==> config.mk <==
export PLATFORM = sky130hd
export DESIGN_NAME = psimd_adder
export DESIGN_NICKNAME = d
export VERILOG_FILES = /design/src/rtl/psimd_pkg.sv /design/src/rtl/psimd_slice.sv /design/src/rtl/psimd_link_ctl.sv /design/src/rtl/psimd_adder.sv
export SDC_FILE = /design/constraint.sdc
export NUM_CORES = 1
export LEC_CHECK = 0
export ABC_AREA = 0
export BUFFER_PORTS_ARGS = -buffer_cell sky130_fd_sc_hd__buf_4
export CORE_ASPECT_RATIO = 1.2
export CORE_UTILIZATION = 52
export CTS_CLUSTER_DIAMETER = 50
export CTS_CLUSTER_SIZE = 24
export DETAILED_ROUTE_END_ITERATION = 7
export GPL_TIMING_DRIVEN = 0
export PLACE_DENSITY = 0.95
export SLEW_MARGIN = 10
export SYNTH_ARGS = -nofsm -noshare
export SYNTH_HDL_FRONTEND = slang
export SYNTH_SLANG_ARGS = --single-unit
==> constraint.sdc <==
create_clock -name clk -period 35.9 [get_ports clk]
set_clock_uncertainty 0.2 [all_clocks]
set_input_delay 5.385 -clock clk [delete_from_list [all_inputs] [get_ports clk]]
set_output_delay 5.385 -clock clk [all_outputs]
set_load 0.03 [all_outputs]
==> src/rtl/psimd_pkg.sv <==
package psimd_pkg;
  typedef enum logic [1:0] {
    EW_64 = 2'b00,
    EW_32 = 2'b01,
    EW_16 = 2'b10,
    EW_08 = 2'b11
  } elem_width_e;
endpackage

==> src/rtl/psimd_slice.sv <==
module psimd_slice #(
  parameter int SLICE_W = 8
) (
  input  logic [SLICE_W-1:0] a,
  input  logic [SLICE_W-1:0] b,
  input  logic               cin,
  output logic [SLICE_W-1:0] s,
  output logic               cout
);
  logic [SLICE_W:0] full;

  always_comb begin
    full = {1'b0, a} + {1'b0, b} + {{SLICE_W{1'b0}}, cin};
    s    = full[SLICE_W-1:0];
    cout = full[SLICE_W];
  end
endmodule

==> src/rtl/psimd_link_ctl.sv <==
module psimd_link_ctl #(
  parameter int N_SLICES = 8
) (
  input  logic [1:0]          mode,
  output logic [N_SLICES-1:0] cut,      // cut[i]: slice i starts an element
  output logic [N_SLICES-1:0] elem_top  // elem_top[i]: slice i ends an element
);
  logic [$clog2(N_SLICES):0] span;

  always_comb begin
    span = ($clog2(N_SLICES)+1)'(N_SLICES >> mode);
    for (int i = 0; i < N_SLICES; i++) begin
      cut[i]      = ((($clog2(N_SLICES)+1)'(i))     & (span - 1'b1)) == '0;
      elem_top[i] = ((($clog2(N_SLICES)+1)'(i + 1)) & (span - 1'b1)) == '0;
    end
  end
endmodule

==> src/rtl/psimd_adder.sv <==
module psimd_adder #(
  parameter int SLICE_W  = 8,
  parameter int N_SLICES = 8,
  parameter bit REG_OUT  = 1'b1
) (
  input  logic                          clk,
  input  logic                          rst,
  input  logic [1:0]                    mode,
  input  logic [SLICE_W*N_SLICES-1:0]   op_a,
  input  logic [SLICE_W*N_SLICES-1:0]   op_b,
  output logic [SLICE_W*N_SLICES-1:0]   sum,
  output logic [N_SLICES-1:0]           carry_out
);
  import psimd_pkg::*;

  localparam int DW = SLICE_W * N_SLICES;

  logic [N_SLICES-1:0] cut, elem_top;
  logic [N_SLICES-1:0] cin, cout;
  logic [DW-1:0]       sum_c;
  logic [N_SLICES-1:0] carry_c;

  psimd_link_ctl #(.N_SLICES(N_SLICES)) u_link (
    .mode     (mode),
    .cut      (cut),
    .elem_top (elem_top)
  );

  genvar g;
  generate
    for (g = 0; g < N_SLICES; g++) begin : g_slice
      if (g == 0) begin : g_first
        assign cin[g] = 1'b0;
      end else begin : g_rest
        assign cin[g] = cut[g] ? 1'b0 : cout[g-1];
      end
      psimd_slice #(.SLICE_W(SLICE_W)) u_slice (
        .a    (op_a[g*SLICE_W +: SLICE_W]),
        .b    (op_b[g*SLICE_W +: SLICE_W]),
        .cin  (cin[g]),
        .s    (sum_c[g*SLICE_W +: SLICE_W]),
        .cout (cout[g])
      );
    end
  endgenerate

  assign carry_c = cout & elem_top;

  generate
    if (REG_OUT) begin : g_reg
      always_ff @(posedge clk) begin
        if (rst) begin
          sum       <= '0;
          carry_out <= '0;
        end else begin
          sum       <= sum_c;
          carry_out <= carry_c;
        end
      end

      a_r7_registered_sum: assert property (@(posedge clk) disable iff (rst)
        1'b1 |=> (sum == $past(sum_c)) && (carry_out == $past(carry_c)));
      a_r8_reset_clears: assert property (@(posedge clk)
        rst |=> (sum == '0) && (carry_out == '0));
    end else begin : g_comb
      assign sum       = sum_c;
      assign carry_out = carry_c;
    end
  endgenerate

  a_r6_unused_slots_zero: assert property (@(posedge clk) disable iff (rst)
    (carry_c & ~elem_top) == '0);
  a_r5_cut_count: assert property (@(posedge clk) disable iff (rst)
    $countones(cut) == (1 << mode));
  a_r4_byte_mode_all_cut: assert property (@(posedge clk) disable iff (rst)
    (mode == EW_08) |-> (&cut) && (&elem_top));
  a_r1_full_width_single_top: assert property (@(posedge clk) disable iff (rst)
    (mode == EW_64) |-> (elem_top == (N_SLICES'(1) << (N_SLICES-1))));
endmodule

# After elaboration in Yosys (flattened, before gate mapping)
# Index checks and enable logic that the tools add are counted.
[classes]
bitwise = 1
n_shift = 1
mux = 7
reduce_logical = 8
n_addsub = 16
[op_table]
columns = ["op", "n"]
rows = [
  ["8-bit by 8-bit adder with 9-bit output", 8],
  ["9-bit by 1-bit adder with 9-bit output", 7],
  ["4-bit logical NOT", 8],
  ["8-bit bitwise AND", 1],
  ["1-bit two-way mux", 7],
  ["4-bit by 2-bit >> shifter with 4-bit output, first input constant", 1],
  ["4-bit by 1-bit subtractor with 4-bit output, second input constant", 1],
]
[totals]
inputBits = 132
register_bits = 72
word_cells = 35

# Logic depth before layout (Yosys ltp)
[logic_depth]
word_depth = 18
depth_mapped = 48
depth_no_buf = 48

# By module
# A second synthesis with hierarchy kept.
[unflattened]
cells_unflattened = 506
area_unflattened_um2 = 4764.6
[modules_own_cells]
columns = ["module", "n_inst", "area_each_um2", "cells_per_inst"]
rows = [
  ["psimd_adder", 1, 1996.9, 159],
  ["psimd_slice (g_slice[3].u_slice ...)", 5, 331.6, 42],
  ["psimd_slice (g_slice[0].u_slice ...)", 3, 331.6, 40],
  ["psimd_link_ctl", 1, 115.1, 17],
]

# Least setup slack after synthesis
# OpenSTA, ideal clock, no wires.
[synth_timing]
path_kind = "input to register"
startpoint = "input port op_a[0]"
endpoint = "register sum[62]"
t_required_ns = 35.620
arrival_time_ns = 17.654
setup_ns = 0.080
stages = 48
path_buffers = 0
path_slack_ns = 17.966
path_cell_list = "ha_1 > fa_1 > a21o_1 > a221o_1 > a211oi_2 > nor3_1 > fa_1 > fa_1 > a21o_1 > a221o_1 > a211oi_2 > nor3_1 > fa_1 > fa_1 > a21o_1 > a221o_1 > a211oi_2 > nor3_1 > (+12 left out) > fa_1 > fa_1 > a21o_1 > a21o_1 > a21oi_1 > nor3_1 > fa_1 > fa_1 > a21oi_1 > o21ai_0 > a2111oi_2 > nor3_1 > fa_1 > fa_1 > a21oi_1 > o21ai_0 > o31ai_1 > nor3b_1"
[synth_between]
elab_chain_cells = 15
[synth_lines]
columns = ["item", "line", "source"]
rows = [
  ["from (decl)", "psimd_adder.sv:9", "input logic [SLICE_W*N_SLICES-1:0] op_a,"],
  ["8-bit by 8-bit adder with 9-bit output", "psimd_slice.sv:13", "full = {1'b0, a} + {1'b0, b} + {{SLICE_W{1'b0}}, cin};"],
  ["1-bit two-way mux", "psimd_adder.sv:35", "assign cin[g] = cut[g] ? 1'b0 : cout[g-1];"],
  ["9-bit by 1-bit adder with 9-bit output", "psimd_slice.sv:13", ""],
  ["1-bit two-way mux", "psimd_adder.sv:35", ""],
  ["9-bit by 1-bit adder with 9-bit output", "psimd_slice.sv:13", ""],
  ["1-bit two-way mux", "psimd_adder.sv:35", ""],
  ["9-bit by 1-bit adder with 9-bit output", "psimd_slice.sv:13", ""],
  ["1-bit two-way mux", "psimd_adder.sv:35", ""],
  ["9-bit by 1-bit adder with 9-bit output", "psimd_slice.sv:13", ""],
  ["1-bit two-way mux", "psimd_adder.sv:35", ""],
  ["9-bit by 1-bit adder with 9-bit output", "psimd_slice.sv:13", ""],
  ["1-bit two-way mux", "psimd_adder.sv:35", ""],
  ["9-bit by 1-bit adder with 9-bit output", "psimd_slice.sv:13", ""],
  ["1-bit two-way mux", "psimd_adder.sv:35", ""],
  ["9-bit by 1-bit adder with 9-bit output", "psimd_slice.sv:13", ""],
  ["to (signal assigned)", "psimd_adder.sv:56", "sum <= sum_c;"],
  ["to (decl)", "psimd_adder.sv:11", "output logic [SLICE_W*N_SLICES-1:0] sum,"],
]
# Every way passes these cells.
# A chain may end at the register's enable or synchronous reset.

# Worst setup path after layout
# Ends and elaborated chain as after synthesis.

==> metrics.csv <==
metric,value,unit
FILL cells,582,
Die W,88.0,microns
YS warnings,0,
num rows,37,
CTS Buf Count,9,
CP endpoint kind,register,
Post CTS Setup Buffer Count,0,
WL/cell,17.9,microns
cell mode on critical path,fa_1,
Final setup viols,0,
Clock Root Buffer,clkbuf_8,
area of the multi-input gates,3070,sq um
Finished Cell Area,6510,sq um
post-synthesis sequential area ratio,0.312,
TritonCTS clock tree,done,
dpl cells,799,
grt met2 use,0.565,
crit-path max cell delay,470,ps
Tmin final,19470,ps
total length of routed wires,14600,microns
Worst EP arrival,19540,ps
Mapped Area,4610,sq um
first-pass GRT wire length,22400,microns
ant diodes,0,
via count of the first global-routing pass,4776,
"Period Utilization, post-route",0.542,
Placeable Area,8610,sq um
die area,9260,sq um
Initial Utilization,0.536,
GPL Wtd Cong,0.887,
Yosys reg bits,72,
met3 Usage GRT,0.0814,
Syn Inst Count,479,
share of cells above drive strength 1,0.352,
First-pass DRT Iterations,6,
Pleak,0.00310,uW
PD cells,41.9,nW/um^2
Worst Max-Slew Pin Slew,743,ps
Placed Area,6280,sq um
status,finished clean,
fin cells,815,
routed vias/inst,5.84,
worst path bufs/invs,1,
Hold Buf Count CTS,0,
Setup TNS,0,ps
RSZ-0062 raised after global routing,no,
detailed placer's ending HPWL,11500,microns
initial DRC count,214,
final hold viol count,0,
Die Span Y,105,microns
# port buffers,203,
"Max FO, Critical Path",4,
CP max-delay cell,a2111oi_2,
initial antenna violation count,0,
htree depth,3,
Syn Nets,683,
Crit path max-delay family,adder cells,
largest net degree at the start of global routing,13,
post-CTS sizing,0,
type of the worst min-delay path,in -> reg,
CP startpoint kind,input port,
worst rel slew slack,0.505,
clock sink total,72,
DRC,0,
Boundary Pins,204,
synth unique cells,49,
vias,4761,
fmax,51.4,MHz
Synth Area per Inst,9.63,sq um
count of pins over their slew limit,0,
Congestion Overflow GR,0,
CP Class,in -> reg,
Max clock buf depth,2,
Reg area,1440,sq um
M1 GR Usage,0.333,
Final ANT Viol Nets,0,
Max Cap Viol,0,
Syn-to-layout area delta,41.0,%
gr busiest metal,met2,
"Clk pin slew, worst setup/hold paths",80,ps
"IR drop worst, VDD",0.0000244,V
worst path required time,35980,ps
Tot GR Track Use,0.323,
fin nets,897,
-- flip-flops by register name (all words and copies together) (netlist names) --
name       flops
sum           64
carry_out      8
-- synthesized netlist by cell type (all sizes together) --
cell type	count	area share
nand2	6	0.0049
clkbuf	2	0.0016
a221o	4	0.0087
nor3	23	0.025
or3b	8	0.015
xor2	4	0.0076
nand2b	4	0.0054
nor4bb	5	0.011
nor2	50	0.041
xnor2	23	0.044
o31ai	2	0.0033
nor4	3	0.0041
nor2b	21	0.028
or4	2	0.0033
o2111ai	2	0.0038
o211a	4	0.0087
nand4	1	0.0014
o22ai	1	0.0014
or3	7	0.0095
a211oi	11	0.022
dfxtp	72	0.31
and2	1	0.0014
buf	9	0.012
o211ai	3	0.0049
a221oi	1	0.0019
a21o	15	0.024
o21bai	5	0.0081
or2	1	0.0014
o21ai	19	0.021
fa	15	0.065
a21oi	26	0.029
o311ai	5	0.013
nor3b	16	0.026
nor4b	14	0.027
o21a	3	0.0049
a31o	1	0.0019
nand3	11	0.012
and3	4	0.0054
mux2	5	0.012
ha	57	0.15
a2111oi	1	0.0033
inv	12	0.0098
-- per-stage QoR --
step | hold slack (ps) | total power, uW | worst slack (ps) | util
finish | 5170 | 272 | 16430 | 0.756
global route | 5190 | 285 | 15760 | 0.756
CTS | 5160 | 272 | 16550 | 0.756
detailed placement | 5540 | 199 | 16290 | 0.730
global placement | 5520 | 194 | 16710 | 0.730
floorplan | 5340 | 159 | 17970 | -
-- power by group --
group	total [uW]	internal, uW	switching, uW
combinational	106	46.8	58.8
sequential	93.2	90.0	3.18
clock	73.6	41.4	32.2
-- tightest hold or removal path: cells and delay by family --
| family | cells | cell delay, ps |
|---|---|---|
| AND/OR/NAND/NOR | 2 | 170 |
| buffers and inverters | 1 | 130 |
-- placed cells by master (no fill, tap or decap), types with 3 or more instances in the layout --
cell,count
nor3_1,23
nor4bb_1,5
buf_4,204
nor4b_1,14
and3_1,4
o21ai_0,18
nand2_1,6
ha_1,57
clkbuf_8,10
a221o_1,4
inv_1,12
or3b_2,8
o311ai_1,4
buf_2,7
o21bai_1,5
nor3b_1,16
mux2_2,4
a21oi_1,25
o211a_1,4
a21o_1,15
nor2b_1,21
a211oi_1,7
nand2b_1,4
nand3_1,11
nor2_1,50
o211ai_1,3
a211oi_2,4
o21a_1,3
xnor2_1,23
dfxtp_1,72
clkbuf_1,4
xor2_1,4
fa_1,15
nor4_1,3
or3_1,7
-- path summary, 6_finish.rpt --
path	to	slack [ps]	cells after the start	startpoint
hold / removal	carry_out[3]	5170	3	mode[0]
setup / recovery	sum[62]	16430	49	op_a[0]
-- layer usage --
metal	vias up	part of all wire
met3	71	0.091
met2	294	0.51
li1	2191	-
met4	0	0.050
met1	2205	0.35
met5	-	0
-- final cells by class --
cell class	count	share of cell area
Multi-Input combinational cell	384	0.471
Timing Repair Buffer	203	0.234
Sequential cell	72	0.221
Tap cell	117	0.0225
Clock buffer	12	0.0223
Clock inverter	4	0.0119
Buffer	11	0.00942
Inverter	12	0.00692
-- kinds of logic after synthesis --
family | synth area share
AO/OA/AOI/OAI | 0.160
flip-flops | 0.312
XOR/XNOR | 0.0512
adder cells (fa/ha/maj) | 0.220
multiplexers | 0.0122
buffers and inverters | 0.0230
AND/OR/NAND/NOR | 0.221
(Power assumes the default switching activity.)
